`src/rtl/dma_send_port.sv`:
```
module dma_send_port #(
  parameter int DATA_W = 16,
  parameter int ADDR_W = 2
) (
  input  logic              clk,
  input  logic              rst_n,
  input  logic              send_valid,
  input  logic [DATA_W-1:0] send_data,
  output logic              send_ready,
  output logic              send_done,
  input  logic              bus_rd,
  input  logic [ADDR_W-1:0] bus_addr,
  output logic [DATA_W-1:0] bus_rdata
);
  localparam logic [ADDR_W-1:0] OFS_TOKEN = ADDR_W'(0);
  localparam logic [ADDR_W-1:0] OFS_FLAG  = ADDR_W'(1);

  logic              pending_q;
  logic [DATA_W-1:0] token_q;
  logic [DATA_W-1:0] rdata_q;

  wire load     = send_valid && !pending_q;
  wire rd_token = bus_rd && (bus_addr == OFS_TOKEN);
  wire rd_flag  = bus_rd && (bus_addr == OFS_FLAG);

  assign send_ready = !pending_q;
  assign send_done  = rd_token && pending_q;
  assign bus_rdata  = rdata_q;

  always_ff @(posedge clk) begin
    if (!rst_n) begin
      pending_q <= 1'b0;
      token_q   <= '0;
    end else if (load) begin
      pending_q <= 1'b1;
      token_q   <= send_data;
    end else if (send_done) begin
      pending_q <= 1'b0;
    end
  end

  always_ff @(posedge clk) begin
    if (!rst_n)
      rdata_q <= '0;
    else if (bus_rd)
      rdata_q <= rd_token ? token_q :
                 rd_flag  ? {{(DATA_W-1){1'b0}}, pending_q} : '0;
  end

  // an accepted offer blocks the port on the next cycle
  a_r2_load_blocks: assert property (@(posedge clk) disable iff (!rst_n)
    (send_valid && send_ready) |=> !send_ready);

  // the held token does not move while pending and not taken
  a_r3_token_held: assert property (@(posedge clk) disable iff (!rst_n)
    (!send_ready && !send_done) |=> ($stable(token_q) && !send_ready));

  // a flag read reports the flag and leaves it alone
  a_r4_flag_read: assert property (@(posedge clk) disable iff (!rst_n)
    (bus_rd && bus_addr == OFS_FLAG && !(send_valid && send_ready))
      |=> (send_ready == $past(send_ready)) &&
          (bus_rdata == {{(DATA_W-1){1'b0}}, !$past(send_ready)}));

  // completion frees the port on the following cycle
  a_r5_done_frees: assert property (@(posedge clk) disable iff (!rst_n)
    send_done |=> send_ready);

  // completion only when a token is pending and the token offset is read
  a_r5_done_cause: assert property (@(posedge clk) disable iff (!rst_n)
    send_done |-> (!send_ready && bus_rd && bus_addr == OFS_TOKEN));

  // read data holds between strobes
  a_r7_rdata_hold: assert property (@(posedge clk) disable iff (!rst_n)
    !bus_rd |=> $stable(bus_rdata));

  // unmapped offsets read as zero
  a_r8_unmapped_zero: assert property (@(posedge clk) disable iff (!rst_n)
    (bus_rd && bus_addr != OFS_TOKEN && bus_addr != OFS_FLAG) |=> (bus_rdata == '0));
endmodule

```
`config.mk`:
```
export PLATFORM = sky130hd
export DESIGN_NAME = dma_send_port
export DESIGN_NICKNAME = d
export VERILOG_FILES = /design/src/rtl/dma_send_port.sv
export SDC_FILE = /design/constraint.sdc
export NUM_CORES = 1
export LEC_CHECK = 0
export ABC_AREA = 1
export BUFFER_PORTS_ARGS = -buffer_cell sky130_fd_sc_hd__buf_4
export CAP_MARGIN = 25
export CELL_PAD_IN_SITES_DETAIL_PLACEMENT = 1
export CELL_PAD_IN_SITES_GLOBAL_PLACEMENT = 2
export CORE_MARGIN = 3
export CORE_UTILIZATION = 29
export DETAILED_ROUTE_END_ITERATION = 7
export GPL_TIMING_DRIVEN = 1
export PLACE_DENSITY = 0.8
export SETUP_SLACK_MARGIN = 0.3
export SYNTH_ARGS = -nofsm -noshare
export SYNTH_HDL_FRONTEND = slang
export SYNTH_SLANG_ARGS = --single-unit
```
`constraint.sdc`:
```
create_clock -name clk -period 2.2 [get_ports clk]
set_input_delay 0.22 -clock clk [delete_from_list [all_inputs] [get_ports clk]]
set_output_delay 0.22 -clock clk [all_outputs]
set_load 0.01 [all_outputs]
```
Word-level counts from Yosys, hierarchy flattened
Cells that the tools add are included.
- equal/unequal tests: 1
- mux-type cells: 4
- reductions and logical operators: 7
- operators with widths (cell ; number):
    16-bit two-way mux ; 1
    1-bit logical AND ; 4
    1-bit two-way mux ; 3
    2-bit by 1-bit equality test with 1-bit output, second input constant ; 1
    2-bit logical NOT ; 1
    2-bit nonzero test ; 1
    1-bit logical NOT ; 1
- flip-flop bits (word level): 33
- bits of input ports: 22

Logic depth before layout (Yosys ltp)
Gate-level depths: netlist of the first run.
- depth in word-level cells: 5
- gate-level depth with buffers: 6

Least setup slack after synthesis of the first run
OpenSTA, ideal clock, no wires.
- kind: reg2reg
- start: register pending_q
- end: register token_q[11]
- setup time: 0.116 ns
- data arrival time: 0.795 ns
- data required time: 2.084 ns
- slack: 1.289 ns
- cell stages (with the launch flop): 6
- clock period less this slack: 0.911 ns
- cell sequence: dfxtp_1 > inv_2 > nand2_4 > buf_6 > o21ai_0 > nor2_1
- cells in the longest elaborated chain, start to end: 2
- ends and longest elaborated chain (item ; line ; source):
    start: declaration ; 18 ; logic pending_q;
    start signal: assignment ; 32 ; pending_q <= 1'b0;
    start signal: assignment ; 35 ; pending_q <= 1'b1;
    start signal: assignment ; 38 ; pending_q <= 1'b0;
    1-bit logical NOT ; - ;
    via send_ready ; 9 ; output logic send_ready,
    1-bit logical AND ; 22 ; wire load = send_valid && !pending_q;
    end signal: assignment ; 36 ; token_q <= send_data;
    end: declaration ; 19 ; logic [DATA_W-1:0] token_q;
The timed path passes the listed nets, and every way through them passes these cells.
A chain may end at the register's enable or synchronous reset.

Worst setup path in the final report of the first run
- start: input port bus_addr[1]
- end: output port send_done
- cells in the longest elaborated chain, start to end: 3
- ends and longest elaborated chain (item ; line ; source):
    start: declaration ; 12 ; input logic [ADDR_W-1:0] bus_addr,
    2-bit logical NOT ; 23 ; wire rd_token = bus_rd && (bus_addr == OFS_TOKEN);
    1-bit logical AND ; 23 ;
    1-bit logical AND ; 27 ; assign send_done = rd_token && pending_q;
    end: declaration ; 10 ; output logic send_done,
Every way passes these cells.

==> results of run 1 <==
logic make-up (layout without fill, tap and decap cells):
kind of cell,Yosys count,in the layout,synth area share
flip-flops,33,33,0.5307
AO/OA/AOI/OAI,34,34,0.1427
AND/OR/NAND/NOR,70,70,0.2392
buffers and inverters,15,53,0.08743
layout by cell type (no fill, tap or decap):
master     netlist  final
inv_1            3      3
bufinv_16        0      1
clkbuf_1         0      1
nor2_4           1      1
inv_4            1      1
nand2_4          1      1
a21oi_1         14     14
nand2_1         17     17
inv_2            2      2
dfxtp_1         33     33
clkbuf_8         0      6
a21oi_2          2      2
nor2_1          35     35
buf_4            3     39
o21ai_1          4      4
nand3_1         16     16
o21ai_0         14     14
where the power goes:
part           total (mW)  switching, mW  internal [mW]
combinational       0.131         0.0746         0.0562
clock               0.587          0.218          0.369
sequential          0.643         0.0154          0.628
total                1.36          0.308           1.05
worst max-delay path, cell delays in order:
cell and delay, ps:
buf_4 120, nor2_4 320, nand2_1 130, nor2_1 170, buf_4 150
routing by layer:
| metal | vias up | routed length (um) | global-route usage |
|---|---|---|---|
| met5 | - | 0 | 0 |
| met4 | 0 | 36 | 0.04384 |
| met3 | 7 | 169 | 0.04628 |
| met2 | 27 | 1627 | 0.2306 |
| met1 | 517 | 1404 | 0.1633 |
| li1 | 566 | - | - |
worst max-delay path by stage:
stage                              to  cells past startpoint  slack [ps]
after floorplan           token_q[11]                      5        1290
after global placement      send_done                      5         920
after detailed placement    send_done                      5         830
after CTS                   send_done                      5         830
after global routing        send_done                      5         720
final                       send_done                      5         860
registers in the layout, indices dropped and copies added, names as in the netlist:
name,count
bus_rdata,16
pending_q,1
token_q,16
layout make-up:
type | count | area (sq um)
Inverter | 6 | 25.02
Tap cell | 50 | 62.56
Fill cell | 507 | 2425
Clock buffer | 7 | 86.33
Sequential cell | 33 | 660.6
Multi-Input combinational cell | 104 | 475.5
Clock inverter | 1 | 30.03
Timing Repair Buffer | 39 | 292.8
metrics by stage:
step / hold slack (ps) / std cells / setup WS [ps] / cell area [sq um]
2_1_floorplan: 365.3 / 152 / 1289 / 1245
3_5_place_dp: 457.0 / 232 / 832.7 / 1516
6_report: 173.8 / 240 / 860.2 / 1633
5_1_grt: 183.3 / 240 / 723.6 / 1633
3_3_place_gp: 454.2 / 232 / 916.5 / 1516
4_1_cts: 169.9 / 240 / 828.8 / 1633
==> results.md, run 1 <==
* Number of DRC markers in iteration 0 at between 70 and 80
* Starting Density at 0.3068
* Synthesized area at around 1200 sq um
* CTS Buf Count at 5
* # IOs at 40
* Hold Crit Class: in -> reg
* Via count at 1117
* Port Buf Inserts at 39
* CP startpoint: bus_addr[1]
* Worst hold start: send_data[3]
* First-pass DRT Iterations at 4
* Wirelength, routed at around 3200 um
* R2r worst-path depth at 5
* Count leader, synth: nor2_1
* Top-area cell type share of the netlist area at 0.5307
* Site Rows at 23
* Unrepaired setup endpoints after global routing: false
* Inserted Diodes at 0
* Die area at 5115 sq um
* Synth top cells by count: nor2_1 (35), dfxtp_1 (33), nand2_1 (17), nand3_1 (16)
* Reg2reg setup slack at 1160 ps
* CTS H-tree lvls at 2
* CTS Buffer Depth at 2
* Worst Path Max Fanout at 16
* Leak pwr at slightly below 0.7 nW
* Clk sinks at 33
* Nets at 211
* TritonCTS clock tree: done
* Vias in the first global route at 1164
* Ys async rst share at 0
* Final Core Density at 0.4024
* Core area at 4058 sq um
* Netlist cell types at 16
* GRT overflow at 0
* Slew Limit Fails at 0
* Max Cap Violations at 0
* Layout cells sized above 1 at 0.2789
* Routability Congestion at 0.7063
* Routed len/inst at 13.49 um
* Die W at a little over 70 um
* Commonest register cell after synthesis: dfxtp_1
* Synthesized Nets at ~170
* Post-CTS Hold Fix Bufs at 0
* Setup Skew at between 6 and 7 ps
* Dpl hpwl at around 2300 um
* Final Hold Viols at 0
* Die Ht at 71.52 um
* Hold depth at 3
* RR Endpoint: token_q[15]
* Antenna violations before repair at 0
* Number of synthesized flops with an enable pin at 0
* Post-route ant nets at 0
* Synth Instances at 152
* Wire length of the first global-routing pass at 5444 um
* Total power at 1.361 mW
* PD cells at 833.4 nW/um^2
* Synth top area cells: dfxtp_1 (53%), nor2_1 (11%), nand3_1 (6.4%)
* Largest net degree at the start of global routing at 20
* Number of setup buffers added after CTS at 0
* Final setup violation count at 0
* Drt drc at 0
* Worst-Margin Slew at 508.1 ps
* Gr usage total at 0.1368
* Worst-Skew Late Latency at 280 ps
* Yosys reg bits at 33
* Ratio of final minimum period to clock period at 0.6090
* Syn avg cell area at about 8 sq um
* Req. time, crit path at 1980 ps
* Fmax at 0.7464 GHz
* Crit. End Element: output port
* Synthesis-to-layout area growth at 31.16%
* Root cell of the clock tree: clkbuf_8
* Seq/Total Area, Yosys at 0.5307
* Startpoint Class: primary input
* Yosys top cell by area: dfxtp_1
* Peak VDD IR at approximately 0.33 mV
* Sum Neg Setup Slack at 0 ps
* Setup CP Type: in -> out
* Clock slew at the register clock pins of the worst setup and hold paths at 70 ps
* Routed vias/inst at 4.654
* Max_slew headroom at 0.6609
* CP arrival at 1120 ps
* Tmin final at approximately 1300 ps
* Ys Warns at 0
* Hold endpoint: token_q[3]
* RR Startpoint: pending_q
* Outcome: completed
* Cts repair resizes at 0
Note: power is estimated with default switching activity, not from simulation.
==> inputs of run 2 (changes only) <==
ABC_AREA = 0   (was 1)
PLACE_DENSITY = 0.76   (was 0.8)
clock period = 1.4 ns   (was 2.2 ns; I/O delays follow)
==> results.md, run 2 <==
* Number of synthesized flops with an enable pin at 0
* Peak VDD IR at about 0.45 mV
* Worst Path Max Fanout at 6
* Yosys reg bits at 33
* Dpl hpwl at 2064 um
* Reg2reg setup slack at approximately 400 ps
* Vias in the first global route at roughly 1000
* Number of DRC markers in iteration 0 at between 40 and 50
* Wirelength, routed at 2908 um
* Complex-gate fraction of the synthesized area at 0.2250
* Worst-Margin Slew at 516.7 ps
* Core area at 3799 sq um
* Req. time, crit path at 1260 ps
* Port Buf Inserts at 39
* Routed len/inst at 13.98 um
* Drt drc at 0
* Inserted Diodes at 0
* CP arrival at 930 ps
* Fmax at just over 0.9 GHz
* CTS Buf Count at 5
* Die Ht at roughly 70 um
* Critical path endpoint: send_done
* # IOs at 40
* Nets at 181
* R2r worst-path depth at 4
* Site Rows at 22
* Starting Density at 0.3132
* Commonest non-fill, non-tap cell in the layout: buf_4
* Final Hold Viols at 0
* Ys async rst share at 0
* Commonest register cell after synthesis: dfxtp_1
* Antenna violations before repair at 0
* Synthesized area at ~1200 sq um
* First-pass DRT Iterations at 4
* Syn avg cell area at 10.08 sq um
* Yosys top cell by area: dfxtp_1
* Largest family of logic cells by synthesized area: compound AO/OA/AOI/OAI gates
* Ys Warns at 0
* Unrepaired setup endpoints after global routing: true
* Synthesized Nets at 140
* Clock slew at the register clock pins of the worst setup and hold paths at 70 ps
* Gr usage total at 0.1288
* Layout cells sized above 1 at 0.3625
* Routed vias/inst at 4.587
* CTS H-tree lvls at 2
* Clk sinks at 33
* Adder-cell share of the synthesized area at 0
* Most frequent cells in the layout: buf_4 (41), nand2_1 (32), dfxtp_1 (32), a21boi_1 (10), a22o_1 (10)
* CTS Buffer Depth at 2
* Synth top cells by count: dfxtp_1 (33), nand2_1 (32), a21boi_1 (10), a22o_1 (10), a21boi_0 (6)
* RR Endpoint: token_q[10]
* Post-CTS Hold Fix Bufs at 0
* Top-area cell type share of the netlist area at 0.5552
* Setup CP Type: reg -> out
* Die area at 4908 sq um
* Post-route ant nets at 0
* Synth top area cells: dfxtp_1 (56%), nand2_1 (10%), a22o_1 (7.4%)
* Hold Crit Class: in -> reg
* Worst-Skew Late Latency at 280 ps
* TritonCTS clock tree: done
* Via count at about 950
* GRT overflow at 0
* Post-synthesis mux area share at 0.008412
* Hold_ws at 96.97 ps
* Max Cap Violations at 0
* Xor and xnor area share after synthesis at 0
* Count leader, synth: dfxtp_1
* Netlist cell types at 21
* Root cell of the clock tree: clkbuf_8
* Max_slew headroom at 0.6556
* Wire length of the first global-routing pass at between 4000 and 5000 um
* Seq/Total Area, Yosys at 0.5552
* Outcome: completed
* PD cells at 1149 nW/um^2
* Total power at around 1.8 mW
* RR Startpoint: pending_q
* Largest net degree at the start of global routing at 22
* Die W at 70.06 um
* Setup Skew at 4.433 ps
* Sum Neg Setup Slack at 0 ps
* Leak pwr at 0.7001 nW
* Ratio of final minimum period to clock period at 0.7637
* Routability Congestion at 0.6776
* Slew Limit Fails at 0
* Synthesis-to-layout area growth at 34.81%
* CP startpoint: pending_q
* Final setup violation count at 0
* Simple logic cell fraction of the synthesized area at 0.1525
* Synth Instances at 118
* Tmin final at 1069 ps
* Crit. End Element: output port
* Startpoint Class: flop
-- run 2: cell count changes in the layout (fill, tap and decap cells not counted), sizes merged, moves of 2 or more --
cell    previous run  this run
o21ai             18         2
nor2              36         2
and3               0         2
nand2             18        32
buf               39        43
clkinv             0         2
a22o               0        15
a21boi             0        16
inv                6         1
nand3             16         0
nand3b             0         2
a21oi             16         0
-- run 2: how the worst min path moves through the flow --
stage	start	end	slack (ps)	cells past startpoint
global placement	send_data[3]	token_q[3]	390	3
CTS	send_data[0]	token_q[0]	90	3
global route	send_data[0]	token_q[0]	90	3
detailed placement	send_data[0]	token_q[0]	400	3
finish	send_data[0]	token_q[0]	100	3
floorplan	send_data[0]	token_q[0]	270	2
-- run 2: area by class of cell --
cell class                      instances  area, sq um
Clock inverter                          2        10.01
Clock buffer                            6        72.57
Inverter                                1        3.754
Sequential cell                        33        664.4
Tap cell                               48        60.06
Multi-Input combinational cell         75        462.9
Fill cell                             448         2195
Timing Repair Buffer                   43        330.3
-- run 2: layer usage --
layer	vias up	routed length, um	GRT usage
li1	481	-	-
met1	443	1339	0.1580
met2	26	1349	0.1952
met3	4	164	0.05036
met4	0	53	0.06383
met5	-	0	0
-- run 2: timing repair --
| item | CTS | global route |
|---|---|---|
| buffers inserted | 0 | 1 |
| resized for setup | 3 | 2 |
| pin swaps | 1 | 0 |
| endpoints found under the setup margin | 1 | 3 |
-- run 2: cells by family after synthesis --
kind of cell	after synthesis
mux	1
simple gates	41
compound gates	33
buf+inv	10
flops	33
-- run 2: metrics by stage --
step / instances / instance area, sq um / worst slack, ps / util
CTS: 207 / 1589 / 302.8 / 0.4183
detailed placement: 199 / 1499 / 267.5 / 0.3946
floorplan: 118 / 1190 / 429.4 / -
global route: 208 / 1604 / 266.4 / 0.4223
finish: 208 / 1604 / 330.8 / 0.4223
global placement: 199 / 1499 / 288.8 / 0.3946
-- run 2: power by group --
| group | leakage, nW | switching, mW | internal, mW |
|---|---|---|---|
| sequential | 0.269 | 0.0197 | 0.972 |
| clock | 0.0450 | 0.338 | 0.344 |
| combinational | 0.386 | 0.0786 | 0.0906 |
| total | 0.700 | 0.437 | 1.41 |
-- run 2: worst max-delay path, cell delays in order, from the launching register on --
cell,delay [ps]
dfxtp_4,370
and3_4,190
buf_6,100
==> inputs of run 3 (changes only) <==
clock period = 1.1 ns   (was 1.4 ns; I/O delays follow)
==> results.md, run 3 (synthesized netlist as in run 2, its figures left out) <==
* Reg2reg setup slack at 120 ps
* RR Endpoint: token_q[5]
* Startpoint Class: flop
* Starting Density at 0.3132
* Routed len/inst at roughly 15 um
* CTS H-tree lvls at 2
* Fillcell total at 449
* Most frequent cells in the layout: buf_4 (34), nand2_1 (32), buf_6 (18)
* Tmin final at 1027 ps
* Non-Filler Instances at 218
* R2r worst-path depth at 4
* Leak pwr at 0.7817 nW
* CP arrival at about 900 ps
* Setup Skew at 5.545 ps
* Site Rows at 22
* Root cell of the clock tree: clkbuf_8
* Worst hold start: send_data[11]
* First-pass DRT Iterations at 4
* Wire length of the first global-routing pass at 5499 um
* Cells after DPL at 199
* Hold endpoint: token_q[11]
* Antenna violations before repair at 0
* Max Cap Violations at 0
* CTS Buf Count at 5
* Die Ht at 70.06 um
* Clock slew at the register clock pins of the worst setup and hold paths at ~70 ps
* Vias in the first global route at 1135
* Gr usage total at 0.1432
* Largest net degree at the start of global routing at 17
* Final Hold Viols at 0
* Dpl hpwl at 2092 um
* Hold Crit Class: in -> reg
* Drt drc at 0
* # IOs at 40
* Placement Cell Area at 1510 sq um
* Logic gate share of total power at 0.109
* Clk sinks at 33
* Nets at 191
* RR Startpoint: pending_q
* Wirelength, routed at 3219 um
* Req. time, crit path at 990 ps
* Multi-input gate area at 490.5 sq um
* Met3 wire len at ~140 um
* PD cells at 1334 nW/um^2
* Slew Limit Fails at 0
* Crit. End Element: output port
* Int Power at 1.818 mW
* Final setup violation count at 0
* Hold_ws at 78.16 ps
* Unrepaired setup endpoints after global routing: true
* Storage cell area at approximately 680 sq um
* Die area at 4908 sq um
* Commonest non-fill, non-tap cell in the layout: buf_4
* Hold depth at 3
* Top sig layer: met4
* Peak VDD IR at 0.6828 mV
* Total power at ~2.4 mW
* CP startpoint: pending_q
* Synthesis-to-layout area growth at 49.53%
* Number of DRC markers in iteration 0 at 41
* Reg power frac at 0.532
* Met2 routed wirelength at between 1500 and 2000 um
* Sum Neg Setup Slack at 0 ps
* Layout cells sized above 1 at 0.5235
* Worst Path Max Fanout at 4
* CTS Buffer Depth at 2
* Routability Congestion at slightly below 0.7
* Final instance area at between 1500 and 2000 sq um
* Routed vias/inst at between 4 and 5
* Fmax at 0.9732 GHz
* Setup CP Type: reg -> out
* Sw frac at 0.2339
* Max_slew headroom at 0.8020
* Core area at 3799 sq um
* Port Buf Inserts at 39
* Die W at around 70 um
* Via count at 1005
* TritonCTS clock tree: done
* Post-route ant nets at 0
* Worst-Skew Late Latency at 280 ps
* Worst-Margin Slew at 297.0 ps
* Clk network pwr share at 0.358
* Metal-1 WL at 1451 um
* GRT overflow at 0
* Sw Pwr at 0.5550 mW
* Ratio of final minimum period to clock period at 0.9341
* Outcome: completed
* Inserted Diodes at 0
run 3: cell count changes in the layout (fill, tap and decap cells not counted), moves of 2 or more:
cell / before / now
buf_6: 2 / 18
a21boi_0: 6 / 0
a21boi_1: 10 / 16
buf_4: 41 / 34
dfxtp_1: 32 / 16
nand2b_4: 0 / 2
dfxtp_2: 0 / 16
run 3: power by group through the flow:
stage | sequential [mW] | clock (mW) | combinational (mW)
after floorplan | 1.29 | 0 | 0.129
after global placement | 1.29 | 0 | 0.218
after detailed placement | 1.29 | 0 | 0.224
after CTS | 1.26 | 0.882 | 0.253
after global routing | 1.27 | 0.938 | 0.290
final | 1.26 | 0.851 | 0.259
run 3: stage by stage:
stage          setup WS, ps    util
2_1_floorplan         198.1       -
3_3_place_gp          70.71  0.3976
3_5_place_dp          45.43  0.3976
4_1_cts               74.16  0.4625
5_1_grt               35.89  0.4684
6_report              72.50  0.4684
run 3: cell type report:
type / instances / share of cell area
inverter: 1 / 0.002110
tap: 48 / 0.03376
clock buffer: 6 / 0.04079
multi-input combinational: 76 / 0.2757
timing repair buffer: 52 / 0.2574
clock inverter: 2 / 0.005626
sequential: 33 / 0.3847
run 3: how the worst max path moves through the flow:
stage                               end  slack (ps)  cells after the start
after floorplan              token_q[0]         200                      5
after global placement     bus_rdata[3]          70                      3
after detailed placement  bus_rdata[15]          50                      3
after CTS                     send_done          70                      2
after global routing         token_q[7]          40                      4
final                         send_done          70                      2
run 3: layer usage:
metal	up-vias	global-route usage
met5	-	0
met4	0	0.05106
met3	5	0.04317
met2	25	0.2466
met1	475	0.1671
li1	500	-
run 3: worst max-delay path, cell delays in order, from the launching register on:
cell     delay [ps]
dfxtp_4         360
and3_4          180
buf_6           100
run 3: what timing repair did:
| action | CTS | global route |
|---|---|---|
| buffers inserted | 8 | 1 |
| pin swaps | 1 | 1 |
| setup endpoints to repair | 34 | 51 |
| hold buffers | 0 | 0 |
| gates resized for setup | 41 | 3 |
| cloned | 1 | 1 |
